`config.mk`:
```
export PLATFORM = sky130hd
export DESIGN_NAME = pixfmt_conv
export DESIGN_NICKNAME = d
export VERILOG_FILES = /design/src/rtl/pixfmt_pkg.sv /design/src/rtl/pixfmt_unpack.sv /design/src/rtl/pixfmt_csc.sv /design/src/rtl/pixfmt_conv.sv
export SDC_FILE = /design/constraint.sdc
export NUM_CORES = 1
export LEC_CHECK = 0
export BUFFER_PORTS_ARGS = -buffer_cell sky130_fd_sc_hd__buf_2
export CORE_UTILIZATION = 30
export DETAILED_ROUTE_END_ITERATION = 7
export REMOVE_ABC_BUFFERS = 1
export SYNTH_ARGS = -nofsm -noshare
export SYNTH_HDL_FRONTEND = slang
export SYNTH_HIERARCHICAL = 1
export SYNTH_SLANG_ARGS = --single-unit
```
`constraint.sdc`:
```
create_clock -name clk -period 8.5 [get_ports clk]
set_clock_uncertainty 0.05 [all_clocks]
set_input_delay 2.125 -clock clk [delete_from_list [all_inputs] [get_ports clk]]
set_output_delay 2.125 -clock clk [all_outputs]
set_load 0.01 [all_outputs]
```
`src/rtl/pixfmt_pkg.sv`:
```
package pixfmt_pkg;

    localparam int BYTE_W  = 8;
    localparam int WORD_W  = 2 * BYTE_W;
    localparam int FRAC_W  = 8;
    localparam int ACC_W   = 20;
    localparam int Y_OFS   = 16;
    localparam int C_OFS   = 128;
    localparam int K_Y     = 298;
    localparam int K_RV    = 409;
    localparam int K_GU    = 100;
    localparam int K_GV    = 208;
    localparam int K_BU    = 516;
    localparam int R_BITS  = 5;
    localparam int G_BITS  = 6;
    localparam int B_BITS  = 5;
    localparam int CHAN_MAX = (1 << BYTE_W) - 1;

    typedef enum logic {
        FMT_YCC = 1'b0,
        FMT_RGB = 1'b1
    } fmt_e;

    typedef struct packed {
        logic              vld;
        logic              sof;
        logic              raw;
        logic [BYTE_W-1:0] y;
        logic [BYTE_W-1:0] cb;
        logic [BYTE_W-1:0] cr;
        logic [WORD_W-1:0] word;
    } unp_out_t;

endpackage

```
`src/rtl/pixfmt_unpack.sv`:
```
module pixfmt_unpack
    import pixfmt_pkg::*;
(
    input  logic              clk,
    input  logic              rst_n,
    input  logic              byte_vld_i,
    input  logic [BYTE_W-1:0] byte_i,
    input  logic              mode_i,
    input  logic              sof_i,
    output unp_out_t          out_o
);

    typedef struct packed {
        logic [1:0]        phase;
        logic [BYTE_W-1:0] y0;
        logic [BYTE_W-1:0] cb;
        logic [BYTE_W-1:0] y1;
        logic [BYTE_W-1:0] py1;
        logic [BYTE_W-1:0] pcb;
        logic [BYTE_W-1:0] pcr;
        logic              pend2;
        logic              sofp;
        unp_out_t          out;
    } st_t;

    st_t        st_d, st_q;
    logic [1:0] ph;
    fmt_e       mode;

    assign mode = fmt_e'(mode_i);

    always_comb begin
        st_d          = st_q;
        st_d.out.vld  = 1'b0;
        st_d.out.sof  = 1'b0;
        st_d.out.raw  = 1'b0;
        st_d.pend2    = 1'b0;
        ph            = sof_i ? 2'd0 : st_q.phase;

        // second pixel of a completed group, shared chroma
        if (st_q.pend2) begin
            st_d.out.vld = 1'b1;
            st_d.out.y   = st_q.py1;
            st_d.out.cb  = st_q.pcb;
            st_d.out.cr  = st_q.pcr;
        end

        if (sof_i) begin
            st_d.phase = 2'd0;
            st_d.sofp  = 1'b1;
        end

        if (byte_vld_i) begin
            if (mode == FMT_RGB) begin
                if (ph == 2'd0) begin
                    st_d.y0    = byte_i;
                    st_d.phase = 2'd1;
                end else begin
                    st_d.out.vld  = 1'b1;
                    st_d.out.raw  = 1'b1;
                    st_d.out.sof  = st_q.sofp;
                    st_d.out.word = {st_q.y0, byte_i};
                    st_d.phase    = 2'd0;
                    st_d.sofp     = 1'b0;
                end
            end else begin
                unique case (ph)
                    2'd0: begin st_d.y0 = byte_i; st_d.phase = 2'd1; end
                    2'd1: begin st_d.cb = byte_i; st_d.phase = 2'd2; end
                    2'd2: begin st_d.y1 = byte_i; st_d.phase = 2'd3; end
                    default: begin
                        st_d.out.vld = 1'b1;
                        st_d.out.sof = st_q.sofp;
                        st_d.out.y   = st_q.y0;
                        st_d.out.cb  = st_q.cb;
                        st_d.out.cr  = byte_i;
                        st_d.py1     = st_q.y1;
                        st_d.pcb     = st_q.cb;
                        st_d.pcr     = byte_i;
                        st_d.pend2   = 1'b1;
                        st_d.phase   = 2'd0;
                        st_d.sofp    = 1'b0;
                    end
                endcase
            end
        end
    end

    always_ff @(posedge clk) begin
        if (!rst_n) begin
            st_q <= '0;
        end else begin
            st_q <= st_d;
        end
    end

    assign out_o = st_q.out;

    AST_YCC_PAIR: assert property (@(posedge clk) disable iff (!rst_n)
        (byte_vld_i && !sof_i && mode_i == FMT_YCC && st_q.phase == 2'd3)
        |=> (out_o.vld && !out_o.raw) ##1 (out_o.vld && !out_o.raw && !out_o.sof));

    AST_RGB_EMIT: assert property (@(posedge clk) disable iff (!rst_n)
        (byte_vld_i && !sof_i && mode_i == FMT_RGB && st_q.phase == 2'd1)
        |=> (out_o.vld && out_o.raw));

    AST_SOF_REALIGN: assert property (@(posedge clk) disable iff (!rst_n)
        sof_i |=> (st_q.phase == ($past(byte_vld_i) ? 2'd1 : 2'd0)));

    AST_IDLE_QUIET: assert property (@(posedge clk) disable iff (!rst_n)
        (!byte_vld_i && !st_q.pend2) |=> !out_o.vld);

endmodule

```
`src/rtl/pixfmt_csc.sv`:
```
module pixfmt_csc
    import pixfmt_pkg::*;
(
    input  logic [BYTE_W-1:0] y_i,
    input  logic [BYTE_W-1:0] cb_i,
    input  logic [BYTE_W-1:0] cr_i,
    output logic [WORD_W-1:0] rgb_o
);

    localparam logic signed [ACC_W-1:0] RND = ACC_W'(1 << (FRAC_W - 1));

    logic signed [ACC_W-1:0] ys, us, vs;
    logic signed [ACC_W-1:0] r_acc, g_acc, b_acc;
    logic [BYTE_W-1:0]       r8, g8, b8;

    function automatic logic [BYTE_W-1:0] sat(input logic signed [ACC_W-1:0] a);
        logic signed [ACC_W-1:0] s;
        s = a >>> FRAC_W;
        if (s < 0)
            return '0;
        else if (s > ACC_W'(CHAN_MAX))
            return BYTE_W'(CHAN_MAX);
        else
            return s[BYTE_W-1:0];
    endfunction

    always_comb begin
        ys    = signed'(ACC_W'(y_i))  - signed'(ACC_W'(Y_OFS));
        us    = signed'(ACC_W'(cb_i)) - signed'(ACC_W'(C_OFS));
        vs    = signed'(ACC_W'(cr_i)) - signed'(ACC_W'(C_OFS));
        r_acc = ys * signed'(ACC_W'(K_Y)) + vs * signed'(ACC_W'(K_RV)) + RND;
        g_acc = ys * signed'(ACC_W'(K_Y)) - us * signed'(ACC_W'(K_GU))
              - vs * signed'(ACC_W'(K_GV)) + RND;
        b_acc = ys * signed'(ACC_W'(K_Y)) + us * signed'(ACC_W'(K_BU)) + RND;
        r8    = sat(r_acc);
        g8    = sat(g_acc);
        b8    = sat(b_acc);
        rgb_o = {r8[BYTE_W-1 -: R_BITS], g8[BYTE_W-1 -: G_BITS], b8[BYTE_W-1 -: B_BITS]};
    end

endmodule

```
`src/rtl/pixfmt_conv.sv`:
```
module pixfmt_conv
    import pixfmt_pkg::*;
(
    input  logic              clk,
    input  logic              rst_n,
    input  logic              byte_vld_i,
    input  logic [BYTE_W-1:0] byte_i,
    input  logic              fmt_sel_i,
    input  logic              sof_i,
    output logic              pix_vld_o,
    output logic [WORD_W-1:0] pix_o,
    output logic              pix_sof_o
);

    typedef struct packed {
        logic              vld;
        logic              sof;
        logic [WORD_W-1:0] word;
    } pix_t;

    unp_out_t          unp;
    logic [WORD_W-1:0] csc_word;
    pix_t              pix_d, pix_q;

    pixfmt_unpack u_unpack (
        .clk        (clk),
        .rst_n      (rst_n),
        .byte_vld_i (byte_vld_i),
        .byte_i     (byte_i),
        .mode_i     (fmt_sel_i),
        .sof_i      (sof_i),
        .out_o      (unp)
    );

    pixfmt_csc u_csc (
        .y_i   (unp.y),
        .cb_i  (unp.cb),
        .cr_i  (unp.cr),
        .rgb_o (csc_word)
    );

    always_comb begin
        pix_d     = pix_q;
        pix_d.vld = unp.vld;
        pix_d.sof = unp.vld && unp.sof;
        if (unp.vld) begin
            pix_d.word = unp.raw ? unp.word : csc_word;
        end
    end

    always_ff @(posedge clk) begin
        if (!rst_n) begin
            pix_q <= '0;
        end else begin
            pix_q <= pix_d;
        end
    end

    assign pix_vld_o = pix_q.vld;
    assign pix_o     = pix_q.word;
    assign pix_sof_o = pix_q.sof;

    AST_SOF_QUAL: assert property (@(posedge clk) disable iff (!rst_n)
        pix_sof_o |-> pix_vld_o);

    AST_HOLD_WORD: assert property (@(posedge clk) disable iff (!rst_n)
        !pix_vld_o |-> $stable(pix_o));

endmodule

```
==> metrics.yaml <==
status:
  outcome: "completed"
die:
  die_w_um: 200
  coreArea_mm2: 0.0380
  initial_core_util_pct: 30.8
  io_pins: 31
  fp.dieArea_mm2: 0.0398
  std_cell_rows: 71
  die_y_um: 200
setup_path:
  cp_max_fo: 7
  worstSetupStartpoint: "u_unpack/out_o[36]$_SDFF_PN0_"
  timing.rr.end: "pix_o[3]$_SDFFE_PN0P_"
  cp_slowest_cell: "a211oi_1"
  crit_buf_inv: 3
  crit_top_cell: "ha_1"
  cp-end-kind: "flip-flop"
  critPathRequiredTime_ps: 8690
  regToRegSetupSlack_ps: 770
  crit_type: "flip-flop to flip-flop"
  critPathArrivalTime_ps: 7910
  critical_path.top_delay_family: "compound AO/OA/AOI/OAI gates"
  r2r-start: "u_unpack/out_o[36]$_SDFF_PN0_"
  max_stage_delay_ps: 670
  cp-start-kind: "flip-flop"
  reg2reg_depth: 29
logic_synthesis:
  yosys.area.top_type: "ha_1"
  yosysWarnings: 6
  synth_area_per_cell_um2: 9.05
  synthCells: 1293
  yosysUniqueCellTypes: 69
  yosys_register_bits: 113
  netlist_area_mm2: 0.0117
  yosys-top-cells-area: "ha_1 25%, dfxtp_1 19%, fa_1 11%"
  synth_edf_count: 0
  ys_seq_area_share_pct: 19.3
  async_reset_ff_share_pct: 0
  yosysTopAreaCellShare_pct: 24.6
  synth_ff_type: "dfxtp_1"
place:
  post-place-ws_ps: 817
  io_buffers: 30
  placed_area_mm2: 0.0120
  globalplace.congestion: 0.858
  hpwl_um: 21800
global_routing:
  track_usage_pct: 14.1
  antenna_found_initial: 0
  gr-total-overflow: 0
  grt_pass1_vias: 8493
  grt_pass1_wl_um: 44200
  grt_max_degree: 79
power:
  power.total_uw: 1430
  p_leak_uw: 0.00598
  power_density_mw_per_mm2: 113
  ir_worst_vdd_uv: 150
cells_and_area:
  fin_area_mm2: 0.0127
  antenna_cells: 0
  area_delta_synth_final_pct: 8.11
  final_cell_mix: "230 x ha_1, 185 x inv_1, 113 x dfxtp_1"
  seqCellArea_mm2: 0.00226
  multi_input_area_mm2: 0.00824
  nFillCells: 3980
  layout-drive-gt1-share_pct: 6.31
  nets: 1580
  utilization_pct: 33.3
  layout_commonest_cell: "ha_1"
clock_network:
  cts_hold_buf: 0
  clk_pin_slew_ps: 60
  numCtsBuffers: 17
  cts_tree: "done"
  htree_levels: 4
  cts_sinks: 113
  clk_path_buf_depth: 2
  cts_root_buffer: "clkbuf_16"
  clk_latency_ps: 410
  post_cts_buffers: 0
  post_cts_resized: 0
min_path:
  min_from: "u_unpack/out_o[13]$_SDFFE_PN0P_"
  holdCritPathClass: "flip-flop to flip-flop"
  hold_end: "u_unpack/out_o[13]$_SDFFE_PN0P_"
  holdPathStages: 2
detailed_routing:
  firstDrtPassIters: 5
  wl_per_cell_um: 14.9
  via_per_inst: 4.73
  wirelength_um: 26700
  drc: 0
  drt_iter0_drc: 521
  dr_total_vias: 8490
  drt.antenna.violating_nets: 0
timing:
  slew_headroom_pct: 27.6
  worst_slew_pin_slew_ps: 1080
  setup_viol: 0
  finalHoldViolations: 0
  setup_slack_ps: 775
  maxSlewViolCount: 0
  max_freq_ghz: 0.129
  timing.final.crit_share_pct: 90.9
  min_period_ps: 7730
  tns_ps: 0
  rsz0062_at_grt: "no"
flow_run:
  maxCapViolCount: 0
==> registers in the layout, summed over array words and instances (netlist names), named ones only <==
name	cells
u_unpack/out_o	43
pix_sof_o	1
u_unpack/st_q	44
pix_vld_o	1
pix_o	16
==> synth_stat cells, drive strengths merged (3+ instances only) <==
cell      n
ha      230
inv     186
dfxtp   113
nand2   107
mux2i    89
a21oi    85
fa       65
buf      59
nor2     52
o21ai    41
xnor2    36
a211oi   34
xor2     21
clkbuf   18
a21o     17
nor3     15
o21a     13
o21bai   12
nand3     9
nor2b     9
and2      7
and3      6
nand3b    6
or3       6
nand2b    5
nand4     5
o211ai    5
o31ai     4
a211o     3
nor4      3
o22ai     3
==> kinds of logic after synthesis <==
group	synth area share (%)
compound gates	12.9
fa+ha+maj	35.7
xor+xnor	4.26
mux	7.71
simple gates	9.80
buf+inv	10.3
flops	19.3
==> worst max path at each step <==
| stage | slack [ps] | to | cells past startpoint |
|---|---|---|---|
| finish | 770 | pix_o[3]$_SDFFE_PN0P_ | 29 |
| detailed placement | 820 | pix_o[3]$_SDFFE_PN0P_ | 29 |
| global route | 210 | pix_o[4]$_SDFFE_PN0P_ | 29 |
| CTS | 760 | pix_o[3]$_SDFFE_PN0P_ | 29 |
| global placement | 930 | pix_o[13]$_SDFFE_PN0P_ | 29 |
| floorplan | 1430 | pix_o[9]$_SDFFE_PN0P_ | 27 |
==> where the power goes <==
part	switching, µW	internal [µW]	total (µW)
combinational	92.1	63.5	156
clock	236	493	729
sequential	6.75	537	543
total	335	1090	1430
==> tightest hold or removal path: stages, from the launching register on <==
cell and delay [ps]:
dfxtp_1 310, nand2_1 50, a21oi_1 50
==> layout make-up <==
class | count | share of cell area [%]
multi-input combinational | 916 | 65.1
timing repair buffer | 37 | 1.60
tap | 511 | 5.05
sequential | 113 | 17.9
inverter | 187 | 5.55
clock buffer | 20 | 3.53
clock inverter | 11 | 1.29
==> routing by layer <==
layer,wire length [µm],up-vias,GRT usage (%)
met1,13100,4030,19.0
met5,0,-,0
li1,-,4316,-
met2,12600,123,24.1
met4,301,0,2.77
met3,760,21,1.69
==> stage by stage <==
step                hold slack (ps)  cells
floorplan                       386   1216
global placement                394   1764
detailed placement              401   1764
CTS                             408   1795
global route                    426   1795
finish                          405   1795
No activity file was read; power rests on OpenSTA's default activity.
